===== config.mk =====
export PLATFORM = sky130hd
export DESIGN_NAME = irq_aggregator
export DESIGN_NICKNAME = d
export VERILOG_FILES = /design/src/rtl/irq_agg_pkg.sv /design/src/rtl/irq_force_regs.sv /design/src/rtl/irq_mask_regs.sv /design/src/rtl/irq_combine.sv /design/src/rtl/irq_aggregator.sv
export SDC_FILE = /design/constraint.sdc
export NUM_CORES = 1
export LEC_CHECK = 0
export BUFFER_PORTS_ARGS = -buffer_cell sky130_fd_sc_hd__clkbuf_2
export CELL_PAD_IN_SITES_DETAIL_PLACEMENT = 1
export CELL_PAD_IN_SITES_GLOBAL_PLACEMENT = 2
export CORE_ASPECT_RATIO = 0.6
export CORE_UTILIZATION = 35
export CTS_CLUSTER_DIAMETER = 50
export CTS_CLUSTER_SIZE = 24
export DETAILED_ROUTE_END_ITERATION = 7
export PLACE_DENSITY = 0.87
export REMOVE_ABC_BUFFERS = 1
export SYNTH_ARGS = -nofsm -noshare
export SYNTH_HDL_FRONTEND = slang
export SYNTH_SLANG_ARGS = --single-unit
export TNS_END_PERCENT = 1

===== constraint.sdc =====
create_clock -name clk -period 5.3 [get_ports clk]
set_input_delay 1.325 -clock clk [delete_from_list [all_inputs] [get_ports clk]]
set_output_delay 1.325 -clock clk [all_outputs]
set_load 0.01 [all_outputs]

===== src/rtl/irq_agg_pkg.sv =====
package irq_agg_pkg;
  parameter int WORD_W = 32;
  parameter int ADDR_W = 5;
  localparam int NUM_SRC = 2 * WORD_W;

  localparam logic [ADDR_W-1:0] OFF_PEND_HI  = 5'h00;
  localparam logic [ADDR_W-1:0] OFF_PEND_LO  = 5'h04;
  localparam logic [ADDR_W-1:0] OFF_MASK_HI  = 5'h08;
  localparam logic [ADDR_W-1:0] OFF_MASK_LO  = 5'h0C;
  localparam logic [ADDR_W-1:0] OFF_FORCE_HI = 5'h10;
  localparam logic [ADDR_W-1:0] OFF_FORCE_LO = 5'h14;

  typedef struct packed {
    logic hi;
    logic lo;
  } word_sel_t;
endpackage


===== src/rtl/irq_force_regs.sv =====
module irq_force_regs
  import irq_agg_pkg::*;
(
  input  logic               clk,
  input  logic               rst_n,
  input  word_sel_t          wr_sel,
  input  logic [WORD_W-1:0]  wr_data,
  output logic [NUM_SRC-1:0] force_q
);
  always_ff @(posedge clk) begin
    if (!rst_n) begin
      force_q <= '0;
    end else begin
      if (wr_sel.hi) force_q[NUM_SRC-1:WORD_W] <= wr_data;
      if (wr_sel.lo) force_q[WORD_W-1:0]       <= wr_data;
    end
  end

  assert_force_hi_wb_R1: assert property (@(posedge clk) disable iff (!rst_n)
    wr_sel.hi |=> force_q[NUM_SRC-1:WORD_W] == $past(wr_data));
  assert_force_lo_wb_R1: assert property (@(posedge clk) disable iff (!rst_n)
    wr_sel.lo |=> force_q[WORD_W-1:0] == $past(wr_data));
endmodule


===== src/rtl/irq_mask_regs.sv =====
module irq_mask_regs
  import irq_agg_pkg::*;
(
  input  logic               clk,
  input  logic               rst_n,
  input  word_sel_t          wr_sel,
  input  logic [WORD_W-1:0]  wr_data,
  output logic [NUM_SRC-1:0] mask_q
);
  logic [NUM_SRC-1:0] mask_nxt;

  always_comb begin
    mask_nxt = mask_q;
    if (wr_sel.hi) mask_nxt[NUM_SRC-1:WORD_W] = wr_data;
    if (wr_sel.lo) mask_nxt[WORD_W-1:0]       = wr_data;
    if (mask_nxt[0]) mask_nxt[NUM_SRC-1:1] = '1;
  end

  always_ff @(posedge clk) begin
    if (!rst_n) mask_q <= '1;
    else        mask_q <= mask_nxt;
  end

  assert_all_ones_R5: assert property (@(posedge clk) disable iff (!rst_n)
    mask_q[0] |-> (&mask_q[NUM_SRC-1:1]));
  assert_clear_keeps_R6: assert property (@(posedge clk) disable iff (!rst_n)
    ($past(mask_q[0]) && !$past(wr_sel.hi) && !$past(wr_sel.lo)) |-> (&mask_q));
endmodule


===== src/rtl/irq_combine.sv =====
module irq_combine
  import irq_agg_pkg::*;
(
  input  logic               clk,
  input  logic               rst_n,
  input  logic [NUM_SRC-1:0] hw_req,
  input  logic [NUM_SRC-1:0] mask_q,
  input  logic [NUM_SRC-1:0] force_q,
  output logic [NUM_SRC-1:0] pend_q,
  output logic [NUM_SRC-1:0] req_q,
  output logic               irq_q
);
  logic [NUM_SRC-1:0] req_nxt;

  for (genvar s = 0; s < NUM_SRC; s++) begin : g_src
    if (s == 0) begin : g_ctl
      assign req_nxt[s] = 1'b0;
      always_ff @(posedge clk) begin
        pend_q[s] <= 1'b0;
        req_q[s]  <= 1'b0;
      end
    end else begin : g_line
      assign req_nxt[s] = (hw_req[s] & ~mask_q[s]) | force_q[s];
      always_ff @(posedge clk) begin
        if (!rst_n) begin
          pend_q[s] <= 1'b0;
          req_q[s]  <= 1'b0;
        end else begin
          pend_q[s] <= hw_req[s] | force_q[s];
          req_q[s]  <= req_nxt[s];
        end
      end
    end
  end

  always_ff @(posedge clk) begin
    if (!rst_n) irq_q <= 1'b0;
    else        irq_q <= |req_nxt;
  end

  assert_force_bypass_R2: assert property (@(posedge clk) disable iff (!rst_n)
    (|force_q[NUM_SRC-1:1]) |=> irq_q);
  assert_req_in_pend_R4: assert property (@(posedge clk) disable iff (!rst_n)
    (req_q & ~pend_q) == '0);
  assert_bit0_zero_R11: assert property (@(posedge clk) disable iff (!rst_n)
    !req_q[0] && !pend_q[0]);
  assert_irq_or_R8: assert property (@(posedge clk) disable iff (!rst_n)
    irq_q == (|req_q));
endmodule


===== src/rtl/irq_aggregator.sv =====
module irq_aggregator
  import irq_agg_pkg::*;
(
  input  logic               clk,
  input  logic               rst_n,
  input  logic [NUM_SRC-1:0] hw_req,
  input  logic               wr_en,
  input  logic               rd_en,
  input  logic [ADDR_W-1:0]  addr,
  input  logic [WORD_W-1:0]  wr_data,
  output logic [WORD_W-1:0]  rd_data,
  output logic               irq,
  output logic [NUM_SRC-1:0] req_vec
);
  word_sel_t          mask_sel, force_sel;
  logic [NUM_SRC-1:0] mask_q, force_q, pend_q;

  assign mask_sel.hi  = wr_en && (addr == OFF_MASK_HI);
  assign mask_sel.lo  = wr_en && (addr == OFF_MASK_LO);
  assign force_sel.hi = wr_en && (addr == OFF_FORCE_HI);
  assign force_sel.lo = wr_en && (addr == OFF_FORCE_LO);

  irq_mask_regs u_mask (
    .clk(clk), .rst_n(rst_n), .wr_sel(mask_sel), .wr_data(wr_data), .mask_q(mask_q)
  );

  irq_force_regs u_force (
    .clk(clk), .rst_n(rst_n), .wr_sel(force_sel), .wr_data(wr_data), .force_q(force_q)
  );

  irq_combine u_comb (
    .clk(clk), .rst_n(rst_n), .hw_req(hw_req), .mask_q(mask_q), .force_q(force_q),
    .pend_q(pend_q), .req_q(req_vec), .irq_q(irq)
  );

  always_ff @(posedge clk) begin
    if (!rst_n) begin
      rd_data <= '0;
    end else if (rd_en) begin
      unique case (addr)
        OFF_PEND_HI:  rd_data <= pend_q[NUM_SRC-1:WORD_W];
        OFF_PEND_LO:  rd_data <= pend_q[WORD_W-1:0];
        OFF_MASK_HI:  rd_data <= mask_q[NUM_SRC-1:WORD_W];
        OFF_MASK_LO:  rd_data <= mask_q[WORD_W-1:0];
        OFF_FORCE_HI: rd_data <= force_q[NUM_SRC-1:WORD_W];
        OFF_FORCE_LO: rd_data <= force_q[WORD_W-1:0];
        default:      rd_data <= '0;
      endcase
    end
  end

  assert_pend_ro_R9: assert property (@(posedge clk) disable iff (!rst_n)
    (wr_en && (addr == OFF_PEND_HI || addr == OFF_PEND_LO))
      |=> ($stable(mask_q) && $stable(force_q)));
  assert_masked_hw_R3: assert property (@(posedge clk) disable iff (!rst_n)
    (mask_q[NUM_SRC-1:1] == '1 && force_q == '0) |=> (req_vec == '0));
endmodule


### Yosys cells after proc, flatten, opt, wreduce, memory -nomap -nowiden

Index checks and enable logic that the tools add are counted.

| word-level totals | value |
|---|---|
| flip-flop bits (word level) | 287 |
| bits of input ports | 105 |
| output and inout port bits | 97 |
| logic and storage cells | 400 |

| operators by class | value |
|---|---|
| eq/ne operators | 5 |
| multiplexer cells | 2 |
| bitwise logic cells | 253 |
| reduce and logical (&&, ||, !) cells | 7 |

Operators by type and width:

| cell | count |
|---|---|
| case mux 32 bit (6 select lines) | 1 |
| bitwise OR 1 bit | 126 |
| inverter 1 bit | 64 |
| AND 1 bit | 63 |
| OR reduction 63 bit | 1 |
| equality test 5 x 4 -> 1 bit (second input constant) | 2 |
| equality test 5 bit (second input constant) | 2 |
| equality test 5 x 3 -> 1 bit (second input constant) | 1 |
| zero test 5 bit | 1 |
| logical AND 1 bit | 4 |
| OR reduction 2 bit | 1 |
| two-way mux 1 bit | 1 |

### Depth between registers and ports, before layout

Gate-level depths: netlist of the first run.

| logic depth | value |
|---|---|
| word-level depth | 4 |
| gate-level depth with buffers | 8 |
| depth with buffers taken out | 5 |

### Modules after synthesis

From an unflattened synthesis of the first run, not the netlist that was laid out.

| second synthesis, totals | value |
|---|---|
| cells, all modules | 1198 |
| area total of the unflattened synthesis | 12334.3 um^2 |

Modules (own cells, without submodules):

| module | instances | cells each | area an instance (um^2) |
|---|---|---|---|
| irq_combine | 1 | 439 | 4414.2 |
| irq_aggregator | 1 | 339 | 2982.9 |
| irq_force_regs | 1 | 207 | 2492.4 |
| irq_mask_regs | 1 | 213 | 2444.8 |

### Least setup slack after synthesis of the first run

No wires, ideal clock.

| path | value |
|---|---|
| kind | in2reg |
| from | input port addr[4] |
| to | register u_mask.mask_q[36] |
| setup time | 0.125 ns |
| arrival time | 2.683 ns |
| required time | 5.175 ns |
| path slack | 2.493 ns |
| stages on the path | 7 |
| buffers on the path | 2 |
| path through | nor4b_4 > and2_1 > buf_4 > nand2_4 > a211oi_4 > buf_6 > o211ai_2 |

| between the ends | value |
|---|---|
| cells in the longest elaborated chain, start to end | 4 |

RTL lines:

| element | RTL line | source |
|---|---|---|
| start, declared | irq_aggregator.sv:9 | `input logic [ADDR_W-1:0] addr,` |
| equality test 5 x 4 -> 1 bit | irq_aggregator.sv:19 | `assign mask_sel.lo = wr_en && (addr == OFF_MASK_LO);` |
| logical AND 1 bit | irq_aggregator.sv:19 |  |
| two-way mux 1 bit | irq_mask_regs.sv:15 | `if (wr_sel.lo) mask_nxt[WORD_W-1:0] = wr_data;` |
| OR reduction 2 bit (no source line) | - |  |
| end signal, assigned | irq_mask_regs.sv:21 | `else mask_q <= mask_nxt;` |
| end, declared | irq_mask_regs.sv:8 | `output logic [NUM_SRC-1:0] mask_q` |

Parallel ways exist; a longest one is shown, timed or not.
A chain may end at the register's enable or synchronous reset.

### Worst setup path in the final report of the first run

| path | value |
|---|---|
| from | input port addr[4] |
| to | register u_force.force_q[1] |

| between the ends | value |
|---|---|
| cells in the longest elaborated chain, start to end | 2 |

RTL lines:

| element | RTL line | source |
|---|---|---|
| equality test 5 bit | irq_aggregator.sv:21 | `assign force_sel.lo = wr_en && (addr == OFF_FORCE_LO);` |
| logical AND 1 bit | irq_aggregator.sv:21 |  |
| end signal, assigned by index | irq_force_regs.sv:14 | `if (wr_sel.hi) force_q[NUM_SRC-1:WORD_W] <= wr_data;` |
| end signal, assigned by index | irq_force_regs.sv:15 | `if (wr_sel.lo) force_q[WORD_W-1:0] <= wr_data;` |
| end, declared | irq_force_regs.sv:8 | `output logic [NUM_SRC-1:0] force_q` |

No other way between the ends.

==> flow_metrics.env, run 1 <==
export IMPL_status="finished, final reports clean"
export IMPL_maxSlewViolCount=0
export IMPL_skew_ns=0.0205
export IMPL_netlist_area_leader_share_pct=54.2
export IMPL_dieHeight_um=137
export IMPL_synthCells=1227
export IMPL_grt_max_degree=80
export IMPL_dp_hpwl_um=25500
export IMPL_rsz0062_at_grt="no"
export IMPL_gp_congestion=0.816
export IMPL_grt_first_pass_wirelength_um=58900
export IMPL_fin_crit_ns=3.33
export IMPL_antenna_found_initial=2
export IMPL_setup_violations=0
export IMPL_synth_cell_type_count=33
export IMPL_final_cell_mix="287 x dfxtp_1, 215 x nand2_1, 199 x clkbuf_2"
export IMPL_detail_route_antenna_nets=0
export IMPL_tritoncts_num_buffers=25
export IMPL_leakagePower_nw=5.58
export IMPL_rows=48
export IMPL_required_ns=5.71
export IMPL_vias=9683
export IMPL_endpoint_kind="flip-flop"
export IMPL_area_growth_pct=21.0
export IMPL_critPathKind="input pin to flip-flop"
export IMPL_drcViolationCount=0
export IMPL_period_share_pct=62.8
export IMPL_finalHoldViolCount=0
export IMPL_ctsHoldBuffers=0
export IMPL_post_drt_wl_per_cell_um=21.8
export IMPL_max_vdd_ir_drop_mv=0.169
export IMPL_syn_area_per_cell_um2=8.64
export IMPL_crit_path_start_kind="input pin"
export IMPL_worstPathArrival_ns=3.73
export IMPL_io_pins=202
export IMPL_initial_core_util_pct=36.2
export IMPL_synth_top_area_cell="dfxtp_1"
export IMPL_overflow=0
export IMPL_r2r_slack_ns=2.99
export IMPL_firstDrtPassIters=5
export IMPL_yosys_warnings=0
export IMPL_slew_headroom_pct=23.3
export IMPL_post_cts_buffers=0
export IMPL_final_cells=1811
export IMPL_coreArea_um2=29200
export IMPL_fp_dieW_um=227
export IMPL_path_max_fanout=33
export IMPL_power_density_nw_per_um2=343
export IMPL_yosys_top_cells_area="dfxtp_1 54%, nand2_1 7.6%, a22oi_1 6.7%, nor2_1 6.0%, a21oi_1 5.0%"
export IMPL_detail_route_wirelength_um=39500
export IMPL_portBuffers=199
export IMPL_hold_class="flip-flop to flip-flop"
export IMPL_die_area_um2=31000
export IMPL_tightestPinTransition_ns=1.15
export IMPL_cts_resized=0
export IMPL_cts_htree_levels=1
export IMPL_grt_use_total_pct=25.5
export IMPL_cts_tree="built"
export IMPL_syn_cell_area_um2=10600
export IMPL_fin_nets=1496
export IMPL_grt_pass1_vias=9586
export IMPL_max_freq_ghz=0.301
export IMPL_seq_area_frac_synth_pct=54.2
export IMPL_layout_drive_gt1_share_pct=20.1
export IMPL_final_common_cell="dfxtp_1"
export IMPL_clkLatencyLatePin_ns=0.55
export IMPL_clockBufferDepth=3
export IMPL_clockRootBuffer="clkbuf_16"
export IMPL_hold_depth=1
export IMPL_r2r_cells=5
export IMPL_drv_cap=0
export IMPL_ys_seq_elements=287
export IMPL_clock_sinks=287
export IMPL_drt_iter0_drc=707
export IMPL_viasPerCell=5.35
export IMPL_tns_ns=0
export IMPL_dpl_cell_count=1764
export IMPL_cts_reportedPaths_clkPinSlew_ns=0.07
-- metal layers --
metal / vias up / wire (um) / GRT usage [%]
met5: - / 12 / 0
met3: 53 / 2510 / 4.32
met4: 2 / 702 / 5.22
met1: 4779 / 19000 / 36.9
li1: 4561 / - / -
met2: 288 / 17300 / 39.7
-- registers in the layout, indices dropped and copies added, names as in the netlist --
register         count
u_force.force_q     64
u_mask.mask_q       64
u_comb.pend_q       63
u_comb.req_q        63
rd_data             32
u_comb.irq_q         1
-- synthesized netlist by cell type --
cell type    n
nand2_1    215
buf_4        2
a211oi_4     1
and3_1       2
nand3_1     19
nor3b_2      1
a22oi_1     94
nand4_1     12
clkbuf_1    62
a31oi_1     32
nor2_1     170
o211ai_2    10
a2111oi_0   14
o21a_1      13
or4_1        1
nor4_1       4
a222oi_1     1
nand2_4      1
conb_1       1
dfxtp_1    287
o211ai_1    34
a21oi_1    105
nor2b_1     30
buf_2        8
buf_1        4
a21o_1      32
nor3b_1      2
inv_2        1
nor4b_4      1
and2_1       6
nor3_1      11
inv_1       45
buf_6        6
-- per-stage QoR --
| stage | worst slack, ns | utilization [%] | power, W | cell area, um^2 | hold slack [ns] |
|---|---|---|---|---|---|
| 6_report | 1.97 | 43.8 | 0.00440 | 12800 | 0.450 |
| 5_1_grt | 1.86 | 43.8 | 0.00455 | 12800 | 0.476 |
| 4_1_cts | 1.99 | 43.8 | 0.00444 | 12800 | 0.457 |
| 3_5_place_dp | 1.41 | 40.8 | 0.00245 | 11900 | 0.439 |
| 3_3_place_gp | 1.50 | 40.8 | 0.00245 | 11900 | 0.434 |
| 2_1_floorplan | 0.875 | - | 0.00233 | 10200 | 0.436 |
-- worst max-delay path, stage by stage --
cell and delay (ns):
clkbuf_2 0.14, nor3b_1 0.34, and2_1 0.18, buf_4 0.50
nand2_1 0.62, buf_4 0.44, nand2_1 0.10, a21oi_1 0.07
-- power by group --
group	switching, W	internal [W]	total, W
clock	0.000991	0.00101	0.00200
combinational	0.000137	0.0000646	0.000201
sequential	0.0000146	0.00219	0.00220
total	0.00114	0.00326	0.00440
-- kinds of logic (layout without fill, tap and decap cells) --
logic type             Yosys count  count (layout)  synth area share [%]
and+or+nand+nor                475             475                  18.9
AOI/OAI and AO/OA              336             336                  21.7
DFF                            287             287                  54.2
buffers and inverters          128             310                  5.12
other                            1               3                0.0354
-- path summary, 6_finish.rpt --
path,from,endpoint
setup / recovery,addr[4],u_force.force_q[1]$_SDFFE_PN0P_
hold reg to reg,rd_data[15]$_SDFFE_PN0P_,rd_data[15]$_SDFFE_PN0P_
hold / removal,rd_data[15]$_SDFFE_PN0P_,rd_data[15]$_SDFFE_PN0P_
setup reg to reg,u_mask.mask_q[40]$_SDFFE_PP1P_,u_comb.irq_q$_SDFF_PN0_
-- cell type report --
type / count / area, um^2
Clock inverter: 18 / 256
Tap cell: 400 / 500
Multi-Input combinational cell: 812 / 4340
Timing Repair Buffer: 219 / 1160
Fill cell: 3512 / 16400
Antenna cell: 2 / 5.00
Sequential cell: 287 / 5750
Clock buffer: 27 / 643
Inverter: 46 / 178
No activity file was read; power rests on OpenSTA's default activity.
==> run 2: changes to the inputs <==
CORE_UTILIZATION = 33   (was 35)
PLACE_DENSITY = 0.83   (was 0.87)
clock period = 3.28 ns   (was 5.3 ns; I/O delays follow)
==> run 2 against run 1 <==
Against the previous run:
- the flow now finishes with violations (DRC)
- first-iteration DRC count fell by 0.85%
- combinational power up 70%
- via count rose by 0.13%
- register-to-register slack lost 1.9 ns
- largest power group unchanged
- core utilization is 2.5 points lower
- largest cell class unchanged
==> flow_metrics.env, run 2 (synthesis gave the netlist of run 1 again) <==
export IMPL_antenna_found_initial=3
export IMPL_viasPerCell=5.27
export IMPL_fp_dieW_um=233
export IMPL_crit_path_start_kind="input pin"
export IMPL_dp_hpwl_um=26600
export IMPL_io_pins=202
export IMPL_detail_route_antenna_nets=0
export IMPL_violations="DRC"
export IMPL_final_common_cell="dfxtp_1"
export IMPL_cts_reportedPaths_clkPinSlew_ns=0.08
export IMPL_clkLatencyLatePin_ns=0.57
export IMPL_cts_htree_levels=1
export IMPL_drv_cap=0
export IMPL_finalHoldViolCount=0
export IMPL_setup_violations=0
export IMPL_pwr_share_clk_pct=44.5
export IMPL_area_growth_pct=22.4
export IMPL_skew_ns=0.0231
export IMPL_dpl_cell_count=1792
export IMPL_die_area_um2=32900
export IMPL_firstDrtPassIters=7
export IMPL_post_drt_wl_per_cell_um=21.8
export IMPL_leakagePower_nw=5.63
export IMPL_endpoint_kind="flip-flop"
export IMPL_dieHeight_um=141
export IMPL_rsz0062_at_grt="no"
export IMPL_power_switching_w=0.00179
export IMPL_reg_largest_list="u_force.force_q x64, u_mask.mask_q x64"
export IMPL_power_density_nw_per_um2=542
export IMPL_hold_class="flip-flop to flip-flop"
export IMPL_grt_first_pass_wirelength_um=59800
export IMPL_path_max_fanout=2
export IMPL_combinationalPowerShare_pct=4.8
export IMPL_drt_iter0_drc=701
export IMPL_overflow=0
export IMPL_coreArea_um2=31400
export IMPL_grt_pass1_vias=9785
export IMPL_tightestPinTransition_ns=1.22
export IMPL_pwr_share_seq_pct=50.6
export IMPL_fin_nets=1509
export IMPL_final_cells=1840
export IMPL_clockRootBuffer="clkbuf_16"
export IMPL_post_cts_buffers=0
export IMPL_tns_ns=0
export IMPL_cts_tree="built"
export IMPL_max_vdd_ir_drop_mv=0.333
export IMPL_drcViolationCount=26
export IMPL_clockBufferDepth=3
export IMPL_tritoncts_num_buffers=26
export IMPL_portBuffers=199
export IMPL_grt_use_total_pct=24.2
export IMPL_critPathKind="input pin to flip-flop"
export IMPL_initial_core_util_pct=33.7
export IMPL_grt_max_degree=100
export IMPL_status="finished with violations"
export IMPL_detail_route_wirelength_um=40100
export IMPL_maxSlewViolCount=0
export IMPL_cts_resized=0
export IMPL_p_total_w=0.00703
export IMPL_max_freq_ghz=0.447
export IMPL_rows=50
export IMPL_period_share_pct=68.1
export IMPL_vias=9696
export IMPL_power_share_switching_pct=25.5
export IMPL_required_ns=3.68
export IMPL_gp_congestion=0.820
export IMPL_worst_hold_slack_ns=0.455
export IMPL_p_int_w=0.00524
export IMPL_ctsHoldBuffers=0
export IMPL_layout_drive_gt1_share_pct=20.8
export IMPL_final_cell_mix="287 x dfxtp_1, 215 x nand2_1, 199 x clkbuf_2"
export IMPL_fin_crit_ns=2.23
export IMPL_worstPathArrival_ns=2.64
export IMPL_clock_sinks=287
export IMPL_slew_headroom_pct=18.5
[run 2: worst max-delay path, cell delays in order]
cell       delay [ns]
clkbuf_2         0.09
nor2b_1          0.14
a2111oi_0        0.55
nand4_1          0.41
nor4_1           0.39
buf_4            0.17
a31oi_1          0.06
[run 2: power by group through the flow]
stage	clock network [W]	registers, W	logic [W]
detailed placement	0	0.00364	0.000338
floorplan	0	0.00364	0.000125
global placement	0	0.00364	0.000334
CTS	0.00320	0.00356	0.000341
global route	0.00335	0.00356	0.000370
finish	0.00313	0.00356	0.000341
[run 2: through the flow]
step / setup slack, ns / cell area [um^2] / utilization (%)
floorplan: -0.640 / 10200 / -
global placement: 0.516 / 12100 / 38.5
detailed placement: 0.487 / 12100 / 38.5
CTS: 1.06 / 13000 / 41.3
global route: 0.810 / 13000 / 41.3
finish: 1.05 / 13000 / 41.3
[run 2: final timing paths]
kind                                       start                  endpoint  slack [ns]  depth (start not counted)
setup reg to reg  u_mask.mask_q[57]$_SDFFE_PP1P_   u_comb.irq_q$_SDFF_PN0_        1.06                          6
setup / recovery                      hw_req[57]   u_comb.irq_q$_SDFF_PN0_        1.05                          7
hold / removal          rd_data[15]$_SDFFE_PN0P_  rd_data[15]$_SDFFE_PN0P_        0.45                          1
hold reg to reg         rd_data[15]$_SDFFE_PN0P_  rd_data[15]$_SDFFE_PN0P_        0.45                          1
[run 2: layer usage]
metal / vias up / share of wire, % / global-route usage, %
li1: 4570 / - / -
met1: 4767 / 48 / 34.2
met2: 289 / 44 / 37.8
met3: 70 / 5.5 / 4.03
met4: 0 / 2.6 / 6.98
met5: - / 0 / 0
[run 2: cell type report]
cell class / instances / area (um^2)
fillers: 3706 / 18400
flip-flops and latches: 287 / 5750
multi-input cells: 812 / 4340
repair buffers: 231 / 1320
clock buffers: 27 / 654
well taps: 416 / 520
clock inverters: 19 / 208
inverters: 46 / 178
diodes: 2 / 5.00
==> run 3: changes to the inputs <==
ABC_AREA = 1   (was unset)
CORE_UTILIZATION = 31   (was 33)
PLACE_DENSITY = 0.82   (was 0.83)
clock period = 2.2 ns   (was 3.28 ns; I/O delays follow)
==> run 3 against run 2 <==
Against the previous run:
- the flow now finishes without violations
- highest routed layer is now met5
- wire length grew 16%
- flip-flop and latch count is the same
- die area rose by 18%
- count of clock-buffer cells in the layout grew 8
- cell area up 13%
- largest cell class unchanged
- setup slack got worse by 0.53 ns
- global-route usage is 0.32 points lower
==> flow_metrics.env, run 3 <==
export IMPL_status="finished, final reports clean"
export IMPL_syn_cell_area_um2=11800
export IMPL_cp_slowest_stage_delay_ns=0.39
export IMPL_final_common_cell="nand2_1"
export IMPL_post_route_util_pct=39.6
export IMPL_async_flop_share_pct=0
export IMPL_setup_violations=0
export IMPL_yosys_warnings=0
export IMPL_max_vdd_ir_drop_mv=0.578
export IMPL_post_drt_wl_per_cell_um=19.8
export IMPL_r2r_slack_ns=0.58
export IMPL_tritoncts_num_buffers=30
export IMPL_grt_use_total_pct=23.9
export IMPL_path_max_fanout=2
export IMPL_drcViolationCount=0
export IMPL_endpoint_kind="output port"
export IMPL_r2r_start="u_mask.mask_q[14]$_SDFFE_PP1P_"
export IMPL_detail_route_wirelength_um=46600
export IMPL_dieHeight_um=153
export IMPL_ys_seq_elements=287
export IMPL_synth_top_area_cell="dfxtp_1"
export IMPL_rsz0062_at_grt="no"
export IMPL_slew_headroom_pct=53.0
export IMPL_maxSlewViolCount=0
export IMPL_io_pins=202
export IMPL_r2r_cells=9
export IMPL_seq_area_frac_synth_pct=48.7
export IMPL_hold_depth=3
export IMPL_tightestPinTransition_ns=0.705
export IMPL_grt_max_degree=77
export IMPL_final_cell_mix="469 x nand2_1, 287 x dfxtp_1, 199 x clkbuf_2"
export IMPL_fin_area_um2=14600
export IMPL_ctsHoldBuffers=0
export IMPL_overflow=0
export IMPL_power_density_nw_per_um2=795
export IMPL_worstPathArrival_ns=1.13
export IMPL_cts_tree="built"
export IMPL_post_cts_buffers=0
export IMPL_synth_commonest_cells="471 x nand2_1, 287 x dfxtp_1, 187 x nor2_1, 175 x inv_1, 159 x a21oi_1"
export IMPL_area_growth_pct=23.6
export IMPL_crit_slowest_cell="dfxtp_1"
export IMPL_cts_reportedPaths_clkPinSlew_ns=0.07
export IMPL_layout_drive_gt1_share_pct=17.6
export IMPL_reg_largest_list="u_force.force_q x64, u_mask.mask_q x64"
export IMPL_finalHoldViolCount=0
export IMPL_reg2reg_to="u_comb.irq_q$_SDFF_PN0_"
export IMPL_gp_congestion=0.832
export IMPL_fin_crit_ns=1.68
export IMPL_skew_ns=0.0234
export IMPL_coreArea_um2=36900
export IMPL_yosys_most_used_dff="dfxtp_1"
export IMPL_antenna_found_initial=3
export IMPL_netlist_area_leader_share_pct=48.7
export IMPL_max_freq_ghz=0.594
export IMPL_fp_dieW_um=254
export IMPL_yosysMostFrequentCell="nand2_1"
export IMPL_tns_ns=0
export IMPL_hold_end="u_comb.pend_q[39]$_SDFF_PN0_"
export IMPL_hp_start="hw_req[39]"
export IMPL_portBuffers=199
export IMPL_clock_sinks=287
export IMPL_synth_cell_type_count=21
export IMPL_die_area_um2=38900
export IMPL_hold_class="input pin to flip-flop"
export IMPL_synth_edf_count=0
export IMPL_drt_iter0_drc=695
export IMPL_synthCells=1652
export IMPL_dp_hpwl_um=31600
export IMPL_leakagePower_nw=7.50
export IMPL_firstDrtPassIters=5
export IMPL_period_share_pct=76.5
export IMPL_fin_nets=1934
export IMPL_post_dp_cell_area_um2=13500
export IMPL_syn_area_per_cell_um2=7.15
export IMPL_clockRootBuffer="clkbuf_16"
export IMPL_yosys_top_cells_area="dfxtp_1 49%, nand2_1 15%, a21oi_1 6.7%, nor2_1 5.9%, nand4_1 5.8%"
export IMPL_critPathKind="flip-flop to output port"
export IMPL_initial_core_util_pct=32.0
export IMPL_clockBufferDepth=3
export IMPL_crit_path_start_kind="flip-flop"
export IMPL_vias=11700
export IMPL_cpLargestDelayFamily="flip-flops"
export IMPL_cp_buffers_inverters=1
export IMPL_path_cells="clkbuf_2"
export IMPL_cts_resized=0
export IMPL_required_ns=1.65
export IMPL_grt_first_pass_wirelength_um=70900
export IMPL_grt_pass1_vias=11800
export IMPL_drv_cap=0
export IMPL_viasPerCell=4.97
export IMPL_fillers=4634
export IMPL_detail_route_antenna_nets=0
export IMPL_clkLatencyLatePin_ns=0.59
export IMPL_p_total_w=0.0116
export IMPL_cts_htree_levels=1
export IMPL_rows=54
-- run 3: cell types whose count changed in the layout (fill, tap and decap cells not counted), moves of 13 or more --
| cell | before | now |
|---|---|---|
| nand2_1 | 215 | 469 |
| inv_1 | 45 | 175 |
| nand4_1 | 12 | 109 |
| a22oi_1 | 94 | 0 |
| o21ai_0 | 0 | 57 |
| a21oi_1 | 105 | 159 |
| a21o_1 | 32 | 0 |
| a31oi_1 | 32 | 0 |
| nor2b_1 | 29 | 0 |
| o211ai_1 | 34 | 62 |
| nor2_1 | 169 | 186 |
| a2111oi_0 | 14 | 0 |
| buf_4 | 25 | 39 |
| o21a_1 | 13 | 0 |
-- run 3: worst max path at each step --
stage / start / endpoint / slack [ns] / depth (start not counted)
after floorplan: rst_n / u_mask.mask_q[10]$_SDFFE_PP1P_ / -2.79 / 3
after global placement: addr[1] / u_mask.mask_q[41]$_SDFFE_PP1P_ / 0.16 / 9
after detailed placement: addr[1] / u_mask.mask_q[44]$_SDFFE_PP1P_ / 0.07 / 9
after CTS: rd_data[0]$_SDFFE_PN0P_ / rd_data[0] / 0.46 / 1
after global routing: u_mask.mask_q[10]$_SDFFE_PP1P_ / u_comb.irq_q$_SDFF_PN0_ / 0.42 / 9
final: rd_data[0]$_SDFFE_PN0P_ / rd_data[0] / 0.52 / 1
-- run 3: worst register-to-register path: stages (launching register included) --
cell     delay [ns]
dfxtp_1        0.33
inv_1          0.08
a21oi_1        0.25
nand2_1        0.09
nor2_1         0.31
nand2_1        0.09
nor2_1         0.14
nand2_1        0.06
nor2_1         0.09
nor2_1         0.06
-- run 3: cell families after synthesis --
logic type	share of synthesized area, %
AND/OR/NAND/NOR	28.4
flip-flops	48.7
buffers and inverters	9.75
AO/OA/AOI/OAI	13.1
other	0.0318
-- run 3: where the power goes --
group | switching (W) | internal [W]
clock | 0.00250 | 0.00293
sequential | 0.0000393 | 0.00529
combinational | 0.000587 | 0.000252
total | 0.00312 | 0.00848
-- run 3: routing by layer --
metal / up-vias / track usage, % / routed length (um)
li1: 5685 / - / -
met5: - / 0 / 25
met4: 4 / 4.59 / 822
met2: 302 / 36.2 / 19900
met1: 5675 / 35.2 / 23300
met3: 60 / 4.17 / 2650
-- run 3: layout make-up --
class / count / area (um^2) / area share [%]
flip-flops and latches: 287 / 5750 / 39.4
multi-input cells: 1078 / 4920 / 33.7
repair buffers: 252 / 1570 / 10.7
clock buffers: 35 / 831 / 5.69
inverters: 180 / 681 / 4.66
well taps: 504 / 631 / 4.32
clock inverters: 21 / 215 / 1.47
diodes: 1 / 2.50 / 0.0171
-- run 3: metrics by stage --
step / worst slack, ns / std cells / hold WS (ns)
after floorplan: -2.79 / 1545 / 0.441
after global placement: 0.158 / 2301 / 0.452
after detailed placement: 0.0704 / 2301 / 0.459
after CTS: 0.456 / 2357 / 0.153
after global routing: 0.417 / 2357 / 0.186
final: 0.517 / 2358 / 0.179
